### src/rtl/scan_chain_pkg.sv
package scan_chain_pkg;

  typedef struct packed {
    logic shiftEn;
    logic loadEn;
    logic doutEn;
  } scanStrobe_t;

  // Map a chain position to a register index in the parallel image.
  function automatic int chainToReg(input int p, input int ioCells, input int buried);
    int perQuad;
    int base;
    int r;
    int pos;
    int res;
    perQuad = 2 * ioCells + buried;
    base    = (p / perQuad) * perQuad;
    r       = p % perQuad;
    pos     = 0;
    res     = base;
    for (int c = 0; c < ioCells; c++) begin
      if (pos == r) res = base + 2 * c;
      pos++;
      if (pos == r) res = base + 2 * c + 1;
      pos++;
      if ((c % 2 == 1) && (c / 2 < buried)) begin
        if (pos == r) res = base + 2 * ioCells + c / 2;
        pos++;
      end
    end
    for (int b = 0; b < buried; b++) begin
      if (b > (ioCells - 2) / 2 || ioCells < 2) begin
        if (pos == r) res = base + 2 * ioCells + b;
        pos++;
      end
    end
    return res;
  endfunction

endpackage

### src/rtl/scan_chain_ctrl.sv
module scan_chain_ctrl
  import scan_chain_pkg::*;
(
  input  logic        clk,
  input  logic        rstN,
  input  logic        scanMode,
  input  logic        scanClk,
  input  logic        scanOeN,
  input  logic        secureLock,
  input  logic        funcLoad,
  output scanStrobe_t strobe
);

  logic scanClkQ;
  logic modeActive;
  logic modeLive;

  always_ff @(posedge clk) begin
    if (!rstN) begin
      scanClkQ   <= 1'b0;
      modeActive <= 1'b0;
    end else begin
      scanClkQ <= scanClk;
      if (secureLock) begin
        modeActive <= 1'b0;
      end else if (!scanClk && !funcLoad) begin
        modeActive <= scanMode;
      end
    end
  end

  assign modeLive = modeActive & ~secureLock;

  always_comb begin
    strobe.shiftEn = modeLive & scanClk & ~scanClkQ;
    strobe.loadEn  = ~modeLive & funcLoad;
    strobe.doutEn  = modeLive & ~scanOeN;
  end

endmodule

### src/rtl/scan_chain_datapath.sv
module scan_chain_datapath
  import scan_chain_pkg::*;
#(
  parameter int NUM_QUAD = 4,
  parameter int IO_CELLS = 13,
  parameter int BURIED   = 6,
  localparam int REGS_PER_QUAD = 2 * IO_CELLS + BURIED,
  localparam int NUM_REGS      = NUM_QUAD * REGS_PER_QUAD
) (
  input  logic                clk,
  input  logic                rstN,
  input  scanStrobe_t         strobe,
  input  logic                scanDin,
  input  logic [NUM_REGS-1:0] funcD,
  output logic [NUM_REGS-1:0] regQ,
  output logic                tailBit
);

  localparam int TAIL_IDX = chainToReg(NUM_REGS - 1, IO_CELLS, BURIED);

  logic [NUM_REGS-1:0] shiftNext;

  for (genvar p = 0; p < NUM_REGS; p++) begin : g_link
    localparam int DST = chainToReg(p, IO_CELLS, BURIED);
    if (p == 0) begin : g_head
      assign shiftNext[DST] = scanDin;
    end else begin : g_body
      localparam int SRC = chainToReg(p - 1, IO_CELLS, BURIED);
      assign shiftNext[DST] = regQ[SRC];
    end
  end

  always_ff @(posedge clk) begin
    if (!rstN) begin
      regQ <= '0;
    end else if (strobe.shiftEn) begin
      regQ <= shiftNext;
    end else if (strobe.loadEn) begin
      regQ <= funcD;
    end
  end

  assign tailBit = regQ[TAIL_IDX];

endmodule

### src/rtl/scan_preload_chain.sv
module scan_preload_chain
  import scan_chain_pkg::*;
#(
  parameter int NUM_QUAD = 4,
  parameter int IO_CELLS = 13,
  parameter int BURIED   = 6,
  localparam int NUM_REGS = NUM_QUAD * (2 * IO_CELLS + BURIED)
) (
  input  logic                clk,
  input  logic                rstN,
  input  logic                scanMode,
  input  logic                scanClk,
  input  logic                scanDin,
  input  logic                scanOeN,
  input  logic                secureLock,
  input  logic                funcLoad,
  input  logic [NUM_REGS-1:0] funcD,
  output logic [NUM_REGS-1:0] regQ,
  output logic                scanDout,
  output logic                scanDoutEn
);

  scanStrobe_t strobe;
  logic        tailBit;

  scan_chain_ctrl u_ctrl (
    .clk        (clk),
    .rstN       (rstN),
    .scanMode   (scanMode),
    .scanClk    (scanClk),
    .scanOeN    (scanOeN),
    .secureLock (secureLock),
    .funcLoad   (funcLoad),
    .strobe     (strobe)
  );

  scan_chain_datapath #(
    .NUM_QUAD (NUM_QUAD),
    .IO_CELLS (IO_CELLS),
    .BURIED   (BURIED)
  ) u_dp (
    .clk     (clk),
    .rstN    (rstN),
    .strobe  (strobe),
    .scanDin (scanDin),
    .funcD   (funcD),
    .regQ    (regQ),
    .tailBit (tailBit)
  );

  assign scanDoutEn = strobe.doutEn;
  assign scanDout   = strobe.doutEn & tailBit;

endmodule

### config.mk
export PLATFORM = sky130hd
export DESIGN_NAME = scan_preload_chain
export DESIGN_NICKNAME = d
export VERILOG_FILES = /design/src/rtl/scan_chain_pkg.sv /design/src/rtl/scan_chain_ctrl.sv /design/src/rtl/scan_chain_datapath.sv /design/src/rtl/scan_preload_chain.sv
export SDC_FILE = /design/constraint.sdc
export NUM_CORES = 1
export LEC_CHECK = 0
export CAP_MARGIN = 20
export CORE_MARGIN = 4
export CORE_UTILIZATION = 58
export DETAILED_ROUTE_END_ITERATION = 7
export DONT_BUFFER_PORTS = 1
export MAX_ROUTING_LAYER = met4
export PLACE_DENSITY = 0.83
export SLEW_MARGIN = 20
export SYNTH_ARGS = -nofsm -noshare
export SYNTH_HDL_FRONTEND = slang
export SYNTH_HIERARCHICAL = 1
export SYNTH_SLANG_ARGS = --single-unit
### constraint.sdc
create_clock -name clk -period 1.85 [get_ports clk]
set_clock_uncertainty 0.15 [all_clocks]
set_input_delay 0.37 -clock clk [delete_from_list [all_inputs] [get_ports clk]]
set_output_delay 0.37 -clock clk [all_outputs]
set_load 0.1 [all_outputs]
# Yosys cells after proc, flatten, opt, wreduce, memory -nomap -nowiden
# Cells that the tools add are included.
word_totals:
  latchBits: 0
  out_inout_bits: 130
  ramBits: 0
  rom_bits: 0
  register_bits: 130
  input_bits: 136
  mem_count: 0
  elab_cells: 21
classes:
  n_bitwise: 11
  magnitude_cmp: 0
  multipliers: 0
  shift: 0
  reduce_logical: 5
  n_addsub: 0
  mux: 2
  eq_ne: 0
  div_mod_pow: 0
ops:
  columns: ["op", "n"]
  rows:
  - ["2-to-1 mux 128 bit", 2]
  - ["bitwise AND 1 bit", 6]
  - ["inverter 1 bit", 5]
  - ["zero test 1 bit", 2]
  - ["nonzero test 2 bit", 1]
  - ["OR reduction 2 bit", 1]
  - ["logical AND 1 bit", 1]

# Logic depth before layout (Yosys ltp)
# Gate-level depths: netlist of run 1.
depth:
  ltp_word: 6
  mapped_depth: 6
  ltp_nobuf: 4

# Modules after synthesis
# The synthesis of run 1 kept the hierarchy.
modules_own_cells:
  columns: ["mod", "seq_area_each_um2", "instances", "cells_each", "area_each_um2"]
  rows:
  - ["scan_chain_datapath", 2562.5, 1, 569, 6512.5]
  - ["scan_chain_ctrl", 40.0, 1, 11, 96.3]
  - ["scan_preload_chain", 0.0, 1, 1, 6.3]

# Least setup slack after synthesis of run 1
# No wires, ideal clock.
synth_path:
  path_type: "input to output"
  startpoint: "input secureLock"
  endpoint: "output scanDout"
  arrival_ps: 2707
  n_path_buf: 0
  required_ps: 1330
  setup_slack_ps: -1377
  cell_stages: 3
  path_cell_list: "nand2b_1 > nor2_1 > and2_1"
synth_via:
  elab_chain_len: 4
synth_lines:
  columns: ["item", "line_no", "rtl"]
  rows:
  - ["start, declared", "scan_preload_chain.sv:15", "input logic secureLock,"]
  - ["inverter 1 bit", "scan_chain_ctrl.sv:32", "assign modeLive = modeActive & ~secureLock;"]
  - ["bitwise AND 1 bit", "scan_chain_ctrl.sv:32", null]
  - ["bitwise AND 1 bit", "scan_chain_ctrl.sv:37", "strobe.doutEn = modeLive & ~scanOeN;"]
  - ["named net scanDoutEn", "scan_preload_chain.sv:20", "output logic scanDoutEn"]
  - ["bitwise AND 1 bit", "scan_preload_chain.sv:52", "assign scanDout = strobe.doutEn & tailBit;"]
  - ["end, declared", "scan_preload_chain.sv:19", "output logic scanDout,"]
# The timed path passes the listed nets, and every way through them passes these cells.

# Worst setup path in the final report of run 1
layout_path:
  startpoint: "register u_ctrl.modeActive"
  endpoint: "output scanDout"
layout_via:
  elab_chain_len: 3
layout_lines:
  columns: ["item", "line_no", "rtl"]
  rows:
  - ["start, declared", "scan_chain_ctrl.sv:15", "logic modeActive;"]
  - ["start signal, assigned", "scan_chain_ctrl.sv:27", "modeActive <= scanMode;"]
  - ["bitwise AND 1 bit", "scan_chain_ctrl.sv:32", null]
  - ["bitwise AND 1 bit", "scan_chain_ctrl.sv:37", null]
  - ["bitwise AND 1 bit", "scan_preload_chain.sv:52", null]
# No other way between the ends.

==> results of run 1 <==
## final cells by class
class,instances,area (sq um)
clock buffer,20,447
clock inverter,12,210
fill,703,2630
multi-input combinational,394,3670
sequential,130,2600
tap,140,175
timing repair buffer,151,1250
## sequential cells by signal, summed over array words and instances, names as in the netlist
register,count
u_dp/regQ,128
u_ctrl/modeActive,1
u_ctrl/scanClkQ,1
## cell usage after synthesis
cell                         n
sky130_fd_sc_hd__and2_1      2
sky130_fd_sc_hd__nor3b_1     1
sky130_fd_sc_hd__nor2_1      1
sky130_fd_sc_hd__dfxtp_1   130
sky130_fd_sc_hd__buf_6       6
sky130_fd_sc_hd__a21oi_1     1
sky130_fd_sc_hd__clkbuf_8    8
sky130_fd_sc_hd__nand2b_1   82
sky130_fd_sc_hd__o21ai_0     1
sky130_fd_sc_hd__clkbuf_1   23
sky130_fd_sc_hd__mux2_2    128
sky130_fd_sc_hd__or3b_1      1
sky130_fd_sc_hd__o211a_1   128
sky130_fd_sc_hd__or2b_1     48
sky130_fd_sc_hd__and2_2      1
sky130_fd_sc_hd__buf_2      19
sky130_fd_sc_hd__buf_4       1
## power groups by stage
| stage | Clock [mW] | Combinational, mW | Sequential [mW] |
|---|---|---|---|
| 6_report | 3.75 | 2.19 | 3.11 |
| 5_1_grt | 3.92 | 2.26 | 3.13 |
| 4_1_cts | 3.79 | 2.20 | 3.11 |
| 3_5_place_dp | 0 | 2.18 | 3.16 |
| 2_1_floorplan | 0 | 0.584 | 4.41 |
| 3_3_place_gp | 0 | 2.15 | 3.15 |
## how the worst max path moves through the flow
stage          slack [ns]               from        endpoint  depth (start not counted)
6_report             0.07  u_ctrl/modeActive        scanDout                          3
2_1_floorplan       -0.14         secureLock        scanDout                          3
3_5_place_dp        -0.03         secureLock  u_dp/regQ[102]                          6
3_3_place_gp         0.02         secureLock  u_dp/regQ[103]                          6
5_1_grt            -0.006  u_ctrl/modeActive   u_dp/regQ[11]                          6
4_1_cts              0.01  u_ctrl/modeActive        scanDout                          3
## layer usage
metal | up-vias | wire [microns]
li1 | 2337 | -
met3 | 51 | 1400
met2 | 206 | 8690
met4 | 0 | 716
met1 | 2371 | 6400
met5 | - | 0
## critical path, cell delays in order (launching register included)
cell,delay (ns)
sky130_fd_sc_hd__dfxtp_2,0.35
sky130_fd_sc_hd__nand2b_4,0.07
sky130_fd_sc_hd__nor2_4,0.10
sky130_fd_sc_hd__and2_4,0.33
## logic make-up (layout without fill, tap and decap cells)
family	count (synthesis)	after routing	synth area share [%]
flip-flops	130	130	39.3
multiplexers	128	128	21.8
AO/OA/AOI/OAI	130	130	19.5
AND/OR/NAND/NOR	136	136	13.8
buffers and inverters	57	183	5.54
## stage by stage
step                      setup WS (ns)  area (sq um)  power [mW]  instances
final                            0.0652          8350        9.05        847
after CTS                        0.0109          8350        9.09        847
after global routing           -0.00597          8350        9.31        847
after global placement           0.0162          7650        5.29        811
after floorplan                  -0.138          6630        5.00        581
after detailed placement        -0.0294          7650        5.34        811
## timing repair
item / in CTS / in global routing
gates resized for setup: 0 / 2
buffers inserted: 0 / 0
endpoints found under the hold margin: 130 / 124
setup endpoints to repair: 0 / 37
==> flow_summary.yaml, run 1 <==
clock_tree:
  clock_tree_sinks: 130
  tritoncts: "built"
  clk_pin_slew_worst_paths_ns: 0.06
  cts_hold_buf: 4
  number_of_buffers_added_by_the_clock_tree_synthesis_step: 17
  clock_path_buffers: 2
  clk-insertion-delay-late_ns: 0.41
  clk_root_buffer_cell: "sky130_fd_sc_hd__clkbuf_16"
  ctsHtreeMaxLevel: 4
yosys:
  postSynthCellCount: 581
  yosysWarningCount: 6
  yosys.cell_types.count: 17
  netlist_area_sq_um: 6620
  area_share_of_the_largest_cell_type_after_synthesis_pct: 39.3
  cell_taking_the_most_area_after_synthesis: "sky130_fd_sc_hd__dfxtp_1"
  synth_seq_area_share_pct: 39.3
  area_contributors_post_synth: "sky130_fd_sc_hd__dfxtp_1 (39%), sky130_fd_sc_hd__mux2_2 (22%), sky130_fd_sc_hd__o211a_1 (19%)"
  syn_nets: 717
  syn-mean-instance-area_sq_um: 11.4
  synth_seq_cells: 130
sta:
  finalMaxSlewViolations: 0
  hold_slack_ns: -0.0386
  timing_worst_slew_pin_value_ns: 0.304
  setup_repair_after_global_routing_missed_its_margin: "true"
  timing.slew.headroom_pct: 79.8
  fmax_ghz: 0.560
  fin_setup_tns_ns: 0
  post-route-min-period_ns: 1.78
  hold_viol_final: 61
  setup_viol_count_final: 0
  final.period_utilization_pct: 96.5
final_layout:
  num-nets-final: 830
  area_growth_syn_to_layout_pct: 26.3
  num_antenna_cells: 0
  layout.cells.most_common_list: "sky130_fd_sc_hd__buf_4 (138), sky130_fd_sc_hd__dfxtp_1 (129), sky130_fd_sc_hd__mux2_2 (128), sky130_fd_sc_hd__o211a_1 (128), sky130_fd_sc_hd__nand2b_1 (81)"
  drive_gt1_share_pct: 44.0
  final_util_pct: 76.1
  layout.cells.most_common: "sky130_fd_sc_hd__buf_4"
floorplan:
  die_h_microns: 115
  core-area_sq_um: 11000
  floorplan.die_area_sq_um: 13200
  io-pin-count: 266
  std_cell_rows: 38
  die_width_microns: 115
  initial_utilization_pct: 60.2
drt:
  route.vias.total: 4965
  drt-pass1-iter-count: 4
  detail_route.wl_per_cell_microns: 20.3
  dr.first_iter.drc_count: 301
  viasPerCell: 5.86
  antenna_violating_nets_post_route: 0
  drc_markers: 0
  postRouteWirelength_mm: 17.2
pwr:
  power.share.clock_pct: 41.5
  share_of_power_burned_in_combinational_logic_pct: 24.2
  leakage_nw: 4.61
  switching_share_pct: 32.0
  net-switching-power_mw: 2.90
  vdd_drop_max_mv: 0.764
  pwr_density_cell_nw_per_um2: 1080
  portion_of_total_power_attributed_to_sequential_cells_pct: 34.3
  p_int_mw: 6.15
flow_run:
  drv.max_cap_violation_count: 0
worst_hold_path:
  worst_hold_path_stage_count: 1
  hold_path.class: "in2reg"
  holdPathEnd: "u_dp/regQ[118]"
  timing.hold.worst.start: "rstN"
critical_path:
  crit_path_end_kind: "primary output"
  r2r_start: "u_ctrl/modeActive"
  startpoint_types: "flip-flop"
  crit_type: "reg2out"
  worst-r2r-cell-count: 7
  cp.required_ns: 1.33
  crit_arrival_ns: 1.26
  rr_endpoint: "u_dp/regQ[44]"
  critical_path.max_fanout: 3
  reg2reg_setup_slack_ns: 0.07
place:
  place_congestion: 0.835
  portBuffers: 0
  dpl.hpwl_mm: 11.9
status:
  status: "finished, violations left"
  failed_checks: "hold timing"
grt:
  groute.layer.met3.usage_pct: 8.32
  layer_with_the_highest_usage_after_global_routing: "met2"
  grt_use_met1_pct: 26.9
  grt_antenna_before_repair: 0
  number_of_global_route_vias_before_repair: 5174
  wire_length_of_the_first_global_routing_pass_mm: 26.4
  grt_max_degree: 131
  gr-total-overflow: 0
  grt.total_usage_pct: 26.2
  grt.met2_usage_pct: 45.3
Note: power is estimated with default switching activity, not from simulation.
==> inputs of run 2 (changes only) <==
--- a/config.mk
+++ b/config.mk
@@ -7,11 +7,11 @@
 export LEC_CHECK = 0
 export CAP_MARGIN = 20
 export CORE_MARGIN = 4
-export CORE_UTILIZATION = 58
+export CORE_UTILIZATION = 65
 export DETAILED_ROUTE_END_ITERATION = 7
 export DONT_BUFFER_PORTS = 1
 export MAX_ROUTING_LAYER = met4
-export PLACE_DENSITY = 0.83
+export PLACE_DENSITY = 0.88
 export SLEW_MARGIN = 20
 export SYNTH_ARGS = -nofsm -noshare
 export SYNTH_HDL_FRONTEND = slang
==> constraint.sdc (replaced) <==
create_clock -name clk -period 2.3 [get_ports clk]
set_clock_uncertainty 0.15 [all_clocks]
set_input_delay 0.46 -clock clk [delete_from_list [all_inputs] [get_ports clk]]
set_output_delay 0.46 -clock clk [all_outputs]
set_load 0.1 [all_outputs]
==> run 2 against run 1 <==
Effect of this change: sequential power down 21%; count of clock-buffer cells in the layout up 2; global-route usage up 3.9 points; die area down 10%; critical path depth up 1; clock power down 25%; cell count up 0.35%; via count up 3.3%; critical path type unchanged; the flow still finishes with violations (hold timing); non-clock buffer count up 7; core utilization up 9.1 points; critical endpoint unchanged; largest cell class unchanged; first-iteration DRC count up 35%; setup slack better by 0.051 ns.
==> flow_summary.yaml, run 2 (same netlist as run 1, synthesis figures left out) <==
status:
  status: "finished, violations left"
  failed_checks: "hold timing"
pwr:
  vdd_drop_max_mv: 0.583
  leakage_nw: 4.63
  pwr_density_cell_nw_per_um2: 847
sta:
  hold_viol_final: 25
  setup_repair_after_global_routing_missed_its_margin: "false"
  setup_viol_count_final: 0
  timing.slew.headroom_pct: 70.0
  timing_worst_slew_pin_value_ns: 0.450
  hold_slack_ns: -0.0529
  post-route-min-period_ns: 2.18
  final.period_utilization_pct: 95.0
  fmax_ghz: 0.458
  fin_setup_tns_ns: 0
  finalMaxSlewViolations: 0
grt:
  grt.total_usage_pct: 30.2
  groute.layer.met3.usage_pct: 10.4
  layer_with_the_highest_usage_after_global_routing: "met2"
  grt_antenna_before_repair: 4
  number_of_global_route_vias_before_repair: 5228
  wire_length_of_the_first_global_routing_pass_mm: 26.9
  grt.met2_usage_pct: 51.5
  grt_max_degree: 131
  gr-total-overflow: 0
  grt_use_met1_pct: 30.7
place:
  dpl.hpwl_mm: 12.1
  dpl-instance-area_sq_um: 7600
  portBuffers: 0
  place_congestion: 0.841
drt:
  detail_route.wl_per_cell_microns: 22.5
  postRouteWirelength_mm: 19.1
  viasPerCell: 6.03
  drt-pass1-iter-count: 7
  drc_markers: 0
  antenna_violating_nets_post_route: 0
  dr.first_iter.drc_count: 406
  route.vias.total: 5127
clock_tree:
  clk-insertion-delay-late_ns: 0.50
  cts_hold_buf: 9
  clock_path_buffers: 2
  tritoncts: "built"
  ctsHtreeMaxLevel: 4
  clock_tree_sinks: 130
  clk_root_buffer_cell: "sky130_fd_sc_hd__clkbuf_8"
  clk_pin_slew_worst_paths_ns: 0.06
  number_of_buffers_added_by_the_clock_tree_synthesis_step: 17
critical_path:
  rr_endpoint: "u_dp/regQ[113]"
  crit_type: "reg2out"
  end_of_the_critical_path: "scanDout"
  r2r_start: "u_ctrl/modeActive"
  critical_path.max_fanout: 3
  cp.required_ns: 1.69
  reg2reg_setup_slack_ns: 0.12
  crit_arrival_ns: 1.57
  worst-r2r-cell-count: 5
  crit_path_end_kind: "primary output"
  startpoint_types: "flip-flop"
  cp-startpoint: "u_ctrl/modeActive"
final_layout:
  largest_register_ff_count: 128
  layout.area.seq_sq_um: 2600
  post-route-cell-area_sq_um: 8400
  total_area_of_multi_input_combinational_cells_sq_um: 3680
  n_fill_cell: 487
  num-nets-final: 837
  largest_registers: "u_dp/regQ: 128 flops, u_ctrl/modeActive: 1 flops, u_ctrl/scanClkQ: 1 flops"
  layout.cells.most_common: "sky130_fd_sc_hd__buf_4"
  layout.cells.most_common_list: "sky130_fd_sc_hd__buf_4 (139), sky130_fd_sc_hd__dfxtp_1 (130), sky130_fd_sc_hd__mux2_2 (128), sky130_fd_sc_hd__o211a_1 (128), sky130_fd_sc_hd__nand2b_1 (81)"
  drive_gt1_share_pct: 43.8
  register_containing_the_most_flip_flops_in_the_final_layout: "u_dp/regQ"
  area_growth_syn_to_layout_pct: 27.0
floorplan:
  floorplan.die_area_sq_um: 11900
  initial_utilization_pct: 67.1
  die_h_microns: 109
  io-pin-count: 266
  core-area_sq_um: 9860
  die_width_microns: 109
  std_cell_rows: 36
worst_hold_path:
  hold_path.class: "in2reg"
flow_run:
  drv.max_cap_violation_count: 0
[run 2: changes by cell type in the layout (fill, tap and decap cells not counted), moves of 2 or more]
| cell | change |
|---|---|
| sky130_fd_sc_hd__bufinv_16 | -2 |
| sky130_fd_sc_hd__clkinv_2 | -4 |
| sky130_fd_sc_hd__diode_2 | +4 |
| sky130_fd_sc_hd__clkinvlp_4 | +3 |
| sky130_fd_sc_hd__clkbuf_8 | +4 |
| sky130_fd_sc_hd__dlygate4sd3_1 | +5 |
[run 2: area by class of cell]
cell class	count	area share [%]
flip-flops and latches	130	31.0
diodes	4	0.119
clock inverters	9	1.82
well taps	133	1.98
repair buffers	158	15.7
multi-input cells	394	43.8
clock buffers	22	5.63
[run 2: power breakdown]
| group | internal (mW) | switching [mW] | total (mW) |
|---|---|---|---|
| combinational | 0.511 | 1.32 | 1.83 |
| clock | 1.87 | 0.954 | 2.82 |
| sequential | 2.40 | 0.0658 | 2.46 |
| total | 4.78 | 2.34 | 7.12 |
[run 2: worst max-delay path: stages (launching register included)]
cell                       delay [ns]
sky130_fd_sc_hd__dfxtp_1         0.41
sky130_fd_sc_hd__nand2b_4        0.10
sky130_fd_sc_hd__buf_4           0.15
sky130_fd_sc_hd__nor2_4          0.08
sky130_fd_sc_hd__and2_4          0.33
[run 2: repair_timing]
item	in CTS	in global routing
setup endpoints to repair	0	5
resized for setup	0	3
hold endpoints to repair	130	123
setup buffers	0	4
[run 2: stage by stage]
step / std cells / utilization (%) / power (mW) / setup WS [ns] / hold slack (ns)
3_5_place_dp: 800 / 77.1 / 4.30 / 0.194 / 0.329
2_1_floorplan: 581 / - / 4.02 / 0.111 / 0.300
3_3_place_gp: 800 / 77.1 / 4.26 / 0.304 / 0.313
5_1_grt: 850 / 85.2 / 7.31 / 0.0718 / -0.0824
4_1_cts: 840 / 84.3 / 7.12 / 0.0194 / -0.0809
6_report: 850 / 85.2 / 7.12 / 0.116 / -0.0529
[run 2: routing by layer]
layer	part of all wire, %	vias up
met5	0	-
met4	3.3	0
met3	9.0	49
met2	51	252
met1	36	2476
li1	-	2350
[run 2: how the worst min path moves through the flow]
stage,start,to,depth (start not counted)
6_report,rstN,u_dp/regQ[3],1
3_3_place_gp,u_ctrl/modeActive,u_ctrl/modeActive,2
5_1_grt,rstN,u_dp/regQ[114],1
4_1_cts,rstN,u_dp/regQ[109],1
2_1_floorplan,u_ctrl/modeActive,u_ctrl/modeActive,2
3_5_place_dp,u_ctrl/modeActive,u_ctrl/modeActive,2
